### config.mk
export PLATFORM = sky130hd
export DESIGN_NAME = pipe_flush_ctrl
export DESIGN_NICKNAME = d
export VERILOG_FILES = /design/src/rtl/pfc_pkg.sv /design/src/rtl/pfc_fetch_pc.sv /design/src/rtl/pfc_stage_regs.sv /design/src/rtl/pfc_flush_ctl.sv /design/src/rtl/pipe_flush_ctrl.sv
export SDC_FILE = /design/constraint.sdc
export NUM_CORES = 1
export LEC_CHECK = 0
export BUFFER_PORTS_ARGS = -buffer_cell sky130_fd_sc_hd__buf_2
export CORE_ASPECT_RATIO = 0.5
export CORE_MARGIN = 3
export CORE_UTILIZATION = 50
export CTS_CLUSTER_DIAMETER = 100
export CTS_CLUSTER_SIZE = 40
export DETAILED_ROUTE_END_ITERATION = 7
export GPL_TIMING_DRIVEN = 0
export PLACE_DENSITY = 0.77
export RECOVER_POWER = 100
export SLEW_MARGIN = 5
export SYNTH_ARGS = -nofsm -noshare
export SYNTH_HDL_FRONTEND = slang
export SYNTH_SLANG_ARGS = --single-unit
### constraint.sdc
create_clock -name clk -period 7.05 [get_ports clk]
set_input_delay 0.3525 -clock clk [delete_from_list [all_inputs] [get_ports clk]]
set_output_delay 0.3525 -clock clk [all_outputs]
set_load 0.01 [all_outputs]
### src/rtl/pfc_pkg.sv
package pfc_pkg;
  localparam int STAGES = 6;
  localparam int ST_FI  = 0;
  localparam int ST_DI  = 1;
  localparam int ST_CO  = 2;
  localparam int ST_FO  = 3;
  localparam int ST_EI  = 4;
  localparam int ST_WO  = 5;

  typedef enum logic [1:0] {
    REDIR_NONE   = 2'd0,
    REDIR_BRANCH = 2'd1,
    REDIR_IRQ    = 2'd2
  } redir_e;
endpackage

### src/rtl/pfc_fetch_pc.sv
module pfc_fetch_pc #(
  parameter int ADDR_W    = 16,
  parameter int ADDR_STEP = 1
) (
  input  logic              clk,
  input  logic              rst,
  input  logic [ADDR_W-1:0] reset_vec,
  input  logic              stall,
  input  logic              fetch_vld,
  input  logic              flush,
  input  logic [ADDR_W-1:0] flush_tgt,
  output logic [ADDR_W-1:0] pc
);
  localparam logic [ADDR_W-1:0] STEP = ADDR_W'(ADDR_STEP);

  always_ff @(posedge clk) begin
    if (rst)                     pc <= reset_vec;
    else if (flush)              pc <= flush_tgt;
    else if (fetch_vld && !stall) pc <= pc + STEP;
  end
endmodule

### src/rtl/pfc_stage_regs.sv
module pfc_stage_regs #(
  parameter int TAG_W  = 8,
  parameter int ADDR_W = 16,
  parameter int NREG   = 5,
  parameter int EI_R   = 3
) (
  input  logic                       clk,
  input  logic                       rst,
  input  logic                       stall,
  input  logic                       flush,
  input  logic                       in_vld,
  input  logic [TAG_W-1:0]           in_tag,
  input  logic                       in_br,
  input  logic [ADDR_W-1:0]          in_tgt,
  output logic [NREG-1:0]            vld,
  output logic [NREG-1:0][TAG_W-1:0] tag,
  output logic                       ei_br,
  output logic [ADDR_W-1:0]          ei_tgt
);
  logic [EI_R:0]             br_q;
  logic [EI_R:0][ADDR_W-1:0] tgt_q;

  for (genvar r = 0; r < NREG; r++) begin : g_st
    // stages older than execute survive a flush and keep moving
    localparam bit OLD = (r > EI_R);
    logic             p_vld;
    logic [TAG_W-1:0] p_tag;
    logic             move;
    logic             v_q;
    logic [TAG_W-1:0] t_q;

    if (r == 0) begin : g_head
      assign p_vld = in_vld;
      assign p_tag = in_tag;
    end else begin : g_body
      assign p_vld = vld[r-1];
      assign p_tag = tag[r-1];
    end

    assign move = flush ? OLD : !stall;

    always_ff @(posedge clk) begin
      if (rst)         v_q <= 1'b0;
      else if (flush)  v_q <= OLD ? p_vld : 1'b0;
      else if (!stall) v_q <= p_vld;
    end

    always_ff @(posedge clk) begin
      if (move) t_q <= p_tag;
    end

    assign vld[r] = v_q;
    assign tag[r] = t_q;

    if (r <= EI_R) begin : g_br
      logic              p_br;
      logic [ADDR_W-1:0] p_tgt;
      logic              b_q;
      logic [ADDR_W-1:0] g_q;
      if (r == 0) begin : g_bhead
        assign p_br  = in_br;
        assign p_tgt = in_tgt;
      end else begin : g_bbody
        assign p_br  = br_q[r-1];
        assign p_tgt = tgt_q[r-1];
      end
      always_ff @(posedge clk) begin
        if (move) begin
          b_q <= p_br;
          g_q <= p_tgt;
        end
      end
      assign br_q[r]  = b_q;
      assign tgt_q[r] = g_q;
    end
  end

  assign ei_br  = br_q[EI_R];
  assign ei_tgt = tgt_q[EI_R];
endmodule

### src/rtl/pfc_flush_ctl.sv
module pfc_flush_ctl
  import pfc_pkg::*;
#(
  parameter int ADDR_W = 16
) (
  input  logic              clk,
  input  logic              rst,
  input  logic              ei_vld,
  input  logic              ei_br,
  input  logic [ADDR_W-1:0] ei_tgt,
  input  logic              br_taken,
  input  logic              irq_req,
  input  logic [ADDR_W-1:0] irq_vec,
  output logic              flush,
  output logic [ADDR_W-1:0] flush_tgt,
  output logic              redirect_vld,
  output logic [ADDR_W-1:0] redirect_addr
);
  redir_e cause;

  always_comb begin
    cause = REDIR_NONE;
    if (irq_req)                        cause = REDIR_IRQ;
    else if (ei_vld && ei_br && br_taken) cause = REDIR_BRANCH;
  end

  assign flush     = (cause != REDIR_NONE);
  assign flush_tgt = (cause == REDIR_IRQ) ? irq_vec : ei_tgt;

  always_ff @(posedge clk) begin
    if (rst) begin
      redirect_vld  <= 1'b0;
      redirect_addr <= '0;
    end else begin
      redirect_vld <= flush;
      if (flush) redirect_addr <= flush_tgt;
    end
  end
endmodule

### src/rtl/pipe_flush_ctrl.sv
module pipe_flush_ctrl
  import pfc_pkg::*;
#(
  parameter int ADDR_W    = 16,
  parameter int TAG_W     = 8,
  parameter int ADDR_STEP = 1
) (
  input  logic                    clk,
  input  logic                    rst,
  input  logic [ADDR_W-1:0]       reset_vec,
  input  logic                    stall,
  input  logic                    fetch_vld,
  input  logic [TAG_W-1:0]        fetch_tag,
  input  logic                    fetch_is_br,
  input  logic [ADDR_W-1:0]       fetch_br_tgt,
  input  logic                    ex_br_taken,
  input  logic                    irq_req,
  input  logic [ADDR_W-1:0]       irq_vec,
  output logic [ADDR_W-1:0]       fetch_addr,
  output logic [STAGES-1:0]       stage_vld,
  output logic [STAGES*TAG_W-1:0] stage_tag,
  output logic                    retire_vld,
  output logic [TAG_W-1:0]        retire_tag,
  output logic                    redirect_vld,
  output logic [ADDR_W-1:0]       redirect_addr
);
  localparam int NREG = STAGES - 1;
  localparam int EI_R = ST_EI - 1;
  localparam int WO_R = ST_WO - 1;

  logic [NREG-1:0]            vld;
  logic [NREG-1:0][TAG_W-1:0] tag;
  logic                       ei_br;
  logic [ADDR_W-1:0]          ei_tgt;
  logic                       flush;
  logic [ADDR_W-1:0]          flush_tgt;

  pfc_flush_ctl #(.ADDR_W(ADDR_W)) u_ctl (
    .clk          (clk),
    .rst          (rst),
    .ei_vld       (vld[EI_R]),
    .ei_br        (ei_br),
    .ei_tgt       (ei_tgt),
    .br_taken     (ex_br_taken),
    .irq_req      (irq_req),
    .irq_vec      (irq_vec),
    .flush        (flush),
    .flush_tgt    (flush_tgt),
    .redirect_vld (redirect_vld),
    .redirect_addr(redirect_addr)
  );

  pfc_stage_regs #(.TAG_W(TAG_W), .ADDR_W(ADDR_W), .NREG(NREG), .EI_R(EI_R)) u_stg (
    .clk   (clk),
    .rst   (rst),
    .stall (stall),
    .flush (flush),
    .in_vld(fetch_vld),
    .in_tag(fetch_tag),
    .in_br (fetch_is_br),
    .in_tgt(fetch_br_tgt),
    .vld   (vld),
    .tag   (tag),
    .ei_br (ei_br),
    .ei_tgt(ei_tgt)
  );

  pfc_fetch_pc #(.ADDR_W(ADDR_W), .ADDR_STEP(ADDR_STEP)) u_pc (
    .clk      (clk),
    .rst      (rst),
    .reset_vec(reset_vec),
    .stall    (stall),
    .fetch_vld(fetch_vld),
    .flush    (flush),
    .flush_tgt(flush_tgt),
    .pc       (fetch_addr)
  );

  // FI is the fetch cycle itself; older stages come from the registers
  assign stage_vld = {vld, fetch_vld};
  assign stage_tag[TAG_W-1:0] = fetch_tag;
  for (genvar r = 0; r < NREG; r++) begin : g_tag_out
    assign stage_tag[(r+1)*TAG_W +: TAG_W] = tag[r];
  end

  // WO leaves on every advance, and on a flush even under stall
  assign retire_vld = vld[WO_R] & (~stall | flush);
  assign retire_tag = tag[WO_R];
endmodule

==> results of run 1 <==
==> flip-flops by register name, summed over array words and instances (netlist names) <==
signal               cells
u_stg.g_st.g_br.g_q     48
u_stg.ei_tgt            16
u_stg.g_st.v_q           5
u_pc.pc                 16
u_stg.g_st.t_q          40
u_stg.g_st.g_br.b_q      3
u_ctl.redirect_vld       1
u_ctl.redirect_addr     16
u_stg.ei_br              1
==> through the flow <==
stage	setup TNS (ps)	hold slack (ps)	setup WS, ps	power [mW]
after floorplan	0	400	1420	1.12
after global placement	-223	401	-5.60	1.18
after detailed placement	0	405	4850	1.19
after CTS	0	93.9	4530	2.07
after global routing	0	89.0	2270	2.12
final	0	111	2710	2.04
==> layout by cell type (no fill, tap or decap), types with 2 or more instances in the layout <==
| cell type | n |
|---|---|
| edfxtp_1 | 124 |
| clkbuf_1 | 106 |
| buf_2 | 64 |
| nor2_1 | 30 |
| dfxtp_1 | 22 |
| buf_4 | 17 |
| clkbuf_16 | 17 |
| a211oi_1 | 15 |
| nand2_1 | 13 |
| nor2b_1 | 10 |
| mux2i_1 | 10 |
| nor3_1 | 10 |
| xor2_1 | 9 |
| o21ai_0 | 9 |
| a21oi_1 | 8 |
| nand4_1 | 7 |
| clkbuf_4 | 7 |
| and4_1 | 5 |
| a221oi_2 | 4 |
| nand3_1 | 4 |
| inv_6 | 4 |
| a31oi_1 | 3 |
| clkinv_1 | 3 |
| a221oi_1 | 3 |
| clkinvlp_4 | 3 |
| buf_6 | 2 |
| clkbuf_8 | 2 |
| a31o_2 | 2 |
| a22o_1 | 2 |
| nand2b_1 | 2 |
| clkinv_4 | 2 |
| bufinv_16 | 2 |
==> logic make-up after synthesis <==
kind of cell | count (synthesis)
XOR/XNOR | 9
buffers and inverters | 41
flip-flops | 146
adder cells (fa/ha/maj) | 1
AND/OR/NAND/NOR | 84
AO/OA/AOI/OAI | 51
multiplexers | 10
==> layout make-up <==
cell class              instances  area [um2]
plain buffers                  40         279
clock buffers                  18         429
clock inverters                14         154
fillers                       825        3560
inverters                       1        3.75
multi-input cells             155         987
flip-flops and latches        146        4160
well taps                     140         175
repair buffers                158         686
==> path summary, 6_finish.rpt <==
| path | endpoint | slack (ps) | depth (start not counted) |
|---|---|---|---|
| worst max-delay path | u_stg.g_st[0].g_br.g_q[9] | 2710 | 6 |
| worst min-delay path | u_stg.g_st[0].g_br.g_q[4] | 110 | 1 |
| worst max register to register | u_stg.g_st[0].g_br.g_q[9] | 2710 | 6 |
| worst min register to register | u_stg.g_st[2].g_br.g_q[13] | 410 | 0 |
==> report_power, final <==
part	internal (mW)	switching (mW)	leakage, nW
registers	0.987	0.0256	1.36
clock network	0.526	0.356	0.275
logic	0.0588	0.0893	0.871
==> worst max-delay path, delay by kind of cell, from the launching register on <==
kind,cells,cell delay (ps)
buf+inv,4,3090
flops,1,410
compound gates,1,280
simple gates,1,220
==> layer usage <==
metal,vias to the layer above,wire [um],part of all wire,track usage
met2,135,5500,0.48,0.300
li1,1642,-,-,-
met3,22,879,0.077,0.0635
met1,1577,4740,0.42,0.234
met5,-,0,0,0
met4,0,263,0.023,0.0925
==> results.toml, run 1 <==
[critical_path]
critPathMaxStageDelay_ps = 1280
crit_top_cell = "clkbuf_1"
crit_slowest_cell = "clkbuf_1"
end_kind = "flop"
startpoint_type = "flop"
cp.required_ps = 7160
cp-startpoint = "u_stg.ei_br"
r2r_start = "u_stg.ei_br"
critPathKind = "flop to flop"
critical_path.max_fanout = 36
worstPathArrival_ps = 4450
path_cells = "a31o_2 -> clkbuf_1 -> nor2_1 -> clkbuf_1 -> clkbuf_1 -> buf_12"

[route]
wirelength_um = 11400
drt-vias-per-instance = 5.02
drtIter0Drc = 171
first_pass_iters = 5
num_vias = 3376
routedWlPerCell_um = 16.9
post-route-drc-count = 0
ant_nets = 0

[cts]
htreeDepth = 4
cts_tree = "built"
cts_buffer_depth = 2
clk_pin_slew_worst_paths_ps = 60
clk-insertion-delay-late_ps = 420
root_buffer = "clkbuf_16"
cts_num_sinks = 146
cts-buffers-inserted = 17
cts_hold_buf = 0
cts_setup_buffers = 0
cts_resized = 0

[synth]
yosys_warnings = 0
netlist_area_mm2 = 0.00548
synth_mux_area_frac = 0.0183
synth_simple_gate_area_frac = 0.0755
synthArstFlopShare = 0
ys_ff_latch = 146
ys.flop_type = "edfxtp_1"
synthXorXnorAreaFrac = 0.0144
synth_top_area_share = 0.679
yosys.area.top_type = "edfxtp_1"
synthCells = 342
synth_top_family_by_area = "simple AND/OR/NAND/NOR gates"
synthTopCellsByArea = "edfxtp_1, dfxtp_1, buf_4, a211oi_1, nor2_1"
synth_nets = 406
synth_compound_area_frac = 0.0746
synthDistinctLibCells = 36
synth-edff-count = 124
yosysSeqAreaShare = 0.759
synth_fa_ha_area_frac = 0.00228
synth.most_common_cell = "edfxtp_1"
syn_avg_cell_area_um2 = 16.0
synth.cells.most_frequent = "edfxtp_1, nor2_1, buf_4"

[sta]
fmax_mhz = 230
worst_pin_slew_ps = 1730
maxSlewHeadroom = -0.155
layout_min_cycle_time_ps = 4340
rsz0062_at_grt = "no"
drv_slew = 66
final.period_utilization = 0.616
hold_viol_final = 0
setup_viol = 0
clock_skew_ps = 9.40

[floorplanning]
die_h_um = 80.1
die_w_um = 154
die_area_mm2 = 0.0123
num_rows = 26
core_mm2 = 0.0104
start_util = 0.525
ios = 159

[place]
place_inst = 640
placed_cell_area_mm2 = 0.00650
dp_hpwl_um = 7910
gp_congestion = 0.842
portBuffers = 155

[finish]
syn2layout_area_growth_pct = 25.4
nets = 583
stdcell_count = 672
num_antenna_cells = 0
final_area_mm2 = 0.00688
post-route-util = 0.659
drive_gt1_frac = 0.244

[global_routing]
grt_pass1_vias = 3479
grt_max_degree = 37
antenna_found_initial = 0
grtUsageTotal = 0.188
grt-ovfl-total = 0
grt_pass1_wl_um = 17600

[outcome]
failed_checks = "capacitance limit, slew limit"
status = "finished, violations left"

[hold_path]
hold_class = "primary input to flop"
hp-start = "fetch_br_tgt[4]"

[power]
leakagePower_nw = 2.51
p_per_area_mw_per_mm2 = 297
vdd_drop_max_v = 0.000188

[run]
maxCapViolations = 2
No activity file was read; power rests on OpenSTA's default activity.
==> run 2, diff against run 1 <==
==> constraint.sdc (replaced) <==
create_clock -name clk -period 4.05 [get_ports clk]
set_input_delay 0.2025 -clock clk [delete_from_list [all_inputs] [get_ports clk]]
set_output_delay 0.2025 -clock clk [all_outputs]
set_load 0.01 [all_outputs]
==> results.toml, run 2 (synthesis results as in run 1) <==
[outcome]
status = "complete, no violations"

[sta]
timing.setup.tns_ps = 0
drv_slew = 0
setup_viol = 0
worst_pin_slew_ps = 871
rsz0062_at_grt = "no"
timing.hold.ws_ps = 80.9
fmax_mhz = 350
final.period_utilization = 0.706
maxSlewHeadroom = 0.418
layout_min_cycle_time_ps = 2860
hold_viol_final = 0
clock_skew_ps = 4.73

[floorplanning]
start_util = 0.525
num_rows = 26
die_h_um = 80.1
die_w_um = 154
ios = 159
die_area_mm2 = 0.0123
core_mm2 = 0.0104

[route]
num_vias = 3551
drtIter0Drc = 279
routedWlPerCell_um = 16.9
post-route-drc-count = 0
wirelength_um = 11800
ant_nets = 0
drt-vias-per-instance = 5.09
first_pass_iters = 5

[hold_path]
hold_class = "primary input to flop"
min_path_cells = 2
hp-start = "reset_vec[0]"
min_to = "u_pc.pc[0]"

[power]
p_per_area_mw_per_mm2 = 501
power_mw = 3.58
leakagePower_nw = 2.62
vdd_drop_max_v = 0.000330

[global_routing]
grt_pass1_wl_um = 18100
grt_pass1_vias = 3530
grt_max_degree = 38
antenna_found_initial = 1
grt-ovfl-total = 0
grtUsageTotal = 0.191

[cts]
clk-insertion-delay-late_ps = 400
htreeDepth = 4
cts-buffers-inserted = 17
cts_tree = "built"
clk_pin_slew_worst_paths_ps = 60
cts_setup_buffers = 0
cts_buffer_depth = 2
cts_num_sinks = 146
root_buffer = "clkbuf_16"

[finish]
final_cell_mix = "edfxtp_1, clkbuf_1, buf_2"
top_register = "u_stg.g_st.g_br.g_q"
layout_commonest_cell = "edfxtp_1"
fillers = 770
largest_register_ffs = 48
reg_top3 = "u_stg.g_st.g_br.g_q x48, u_stg.g_st.t_q x40"
drive_gt1_frac = 0.234
nets = 607
syn2layout_area_growth_pct = 30.3

[critical_path]
r2r_slack_ps = 1730
end_kind = "output pin"
cp.required_ps = 3850
critical_path.max_fanout = 10
r2r_start = "u_stg.ei_br"
critPathKind = "flop to output pin"
startpoint_type = "flop"
critPathMaxStageDelay_ps = 550
path_cells = "a31oi_1 -> clkbuf_1 -> nand2_1 -> and2_0 -> buf_2"
r2r_end = "u_pc.pc[12]"
rr_worst_depth = 3
worstPathArrival_ps = 2660
crit_slowest_cell = "a31oi_1"

[place]
gp_congestion = 0.834
dp_hpwl_um = 7890
portBuffers = 155

[run]
maxCapViolations = 0
-- run 2: changes by cell type in the layout (fill, tap and decap cells not counted) --
cell	change
buf_4	-1
buf_12	+1
diode_2	+1
nor2_1	-1
clkbuf_4	+1
nor2_4	+1
clkinvlp_4	-1
clkinv_2	+1
clkinv_4	-1
buf_2	-2
inv_6	+1
dlygate4sd3_1	+25
-- run 2: routing by layer --
metal | routed length [um] | track usage | vias up | part of all wire
met2 | 5710 | 0.309 | 158 | 0.49
li1 | - | - | 1683 | -
met3 | 813 | 0.0587 | 18 | 0.069
met1 | 4990 | 0.247 | 1692 | 0.42
met4 | 248 | 0.0740 | 0 | 0.021
met5 | 0 | 0 | - | 0
-- run 2: worst max-delay path: cells and delay by family, from the launching register on --
kind / cells / cell delay (ps)
compound gates: 1 / 550
buf+inv: 2 / 610
simple gates: 2 / 680
flops: 1 / 420
-- run 2: metrics by stage --
stage                     utilization  std cells  worst slack [ps]  area (um2)
after global routing            0.684        697               951        7150
after detailed placement        0.621        639              1700        6480
after floorplan                     -        342               102        5490
after CTS                       0.700        696              1700        7310
after global placement          0.616        637              -790        6440
final                           0.684        697              1190        7150
-- run 2: worst max path at each step --
| stage | to | slack, ps | cells after the start | startpoint |
|---|---|---|---|---|
| floorplan | u_stg.ei_br | 100 | 3 | u_stg.ei_br |
| global placement | u_stg.g_st[0].g_br.g_q[9] | -790 | 3 | u_stg.ei_br |
| detailed placement | u_stg.g_st[0].g_br.g_q[14] | 1700 | 4 | u_stg.ei_br |
| CTS | u_stg.g_st[0].g_br.g_q[0] | 1700 | 4 | u_stg.ei_br |
| global route | retire_vld | 950 | 5 | u_stg.ei_br |
| finish | retire_vld | 1190 | 5 | u_stg.ei_br |
-- run 2: cell type report --
cell class              instances  area (um2)  share of cell area
flip-flops and latches        146        4160               0.583
repair buffers                182         946               0.132
clock inverters                14         151              0.0212
clock buffers                  18         429              0.0601
well taps                     140         175              0.0245
inverters                       1        3.75            0.000525
diodes                          1        2.50            0.000350
multi-input cells             155         995               0.139
plain buffers                  40         279              0.0390
-- run 2: report_power, final --
part           total (mW)  switching (mW)  internal, mW
logic               0.280           0.161         0.119
clock network        1.54           0.620         0.917
registers            1.76          0.0450          1.72
total                3.58           0.826          2.75
-- run 2: what timing repair did --
item	4_1_cts	5_1_grt
endpoints found under the hold margin	25	0
resized for setup	0	0
hold buffers	25	0
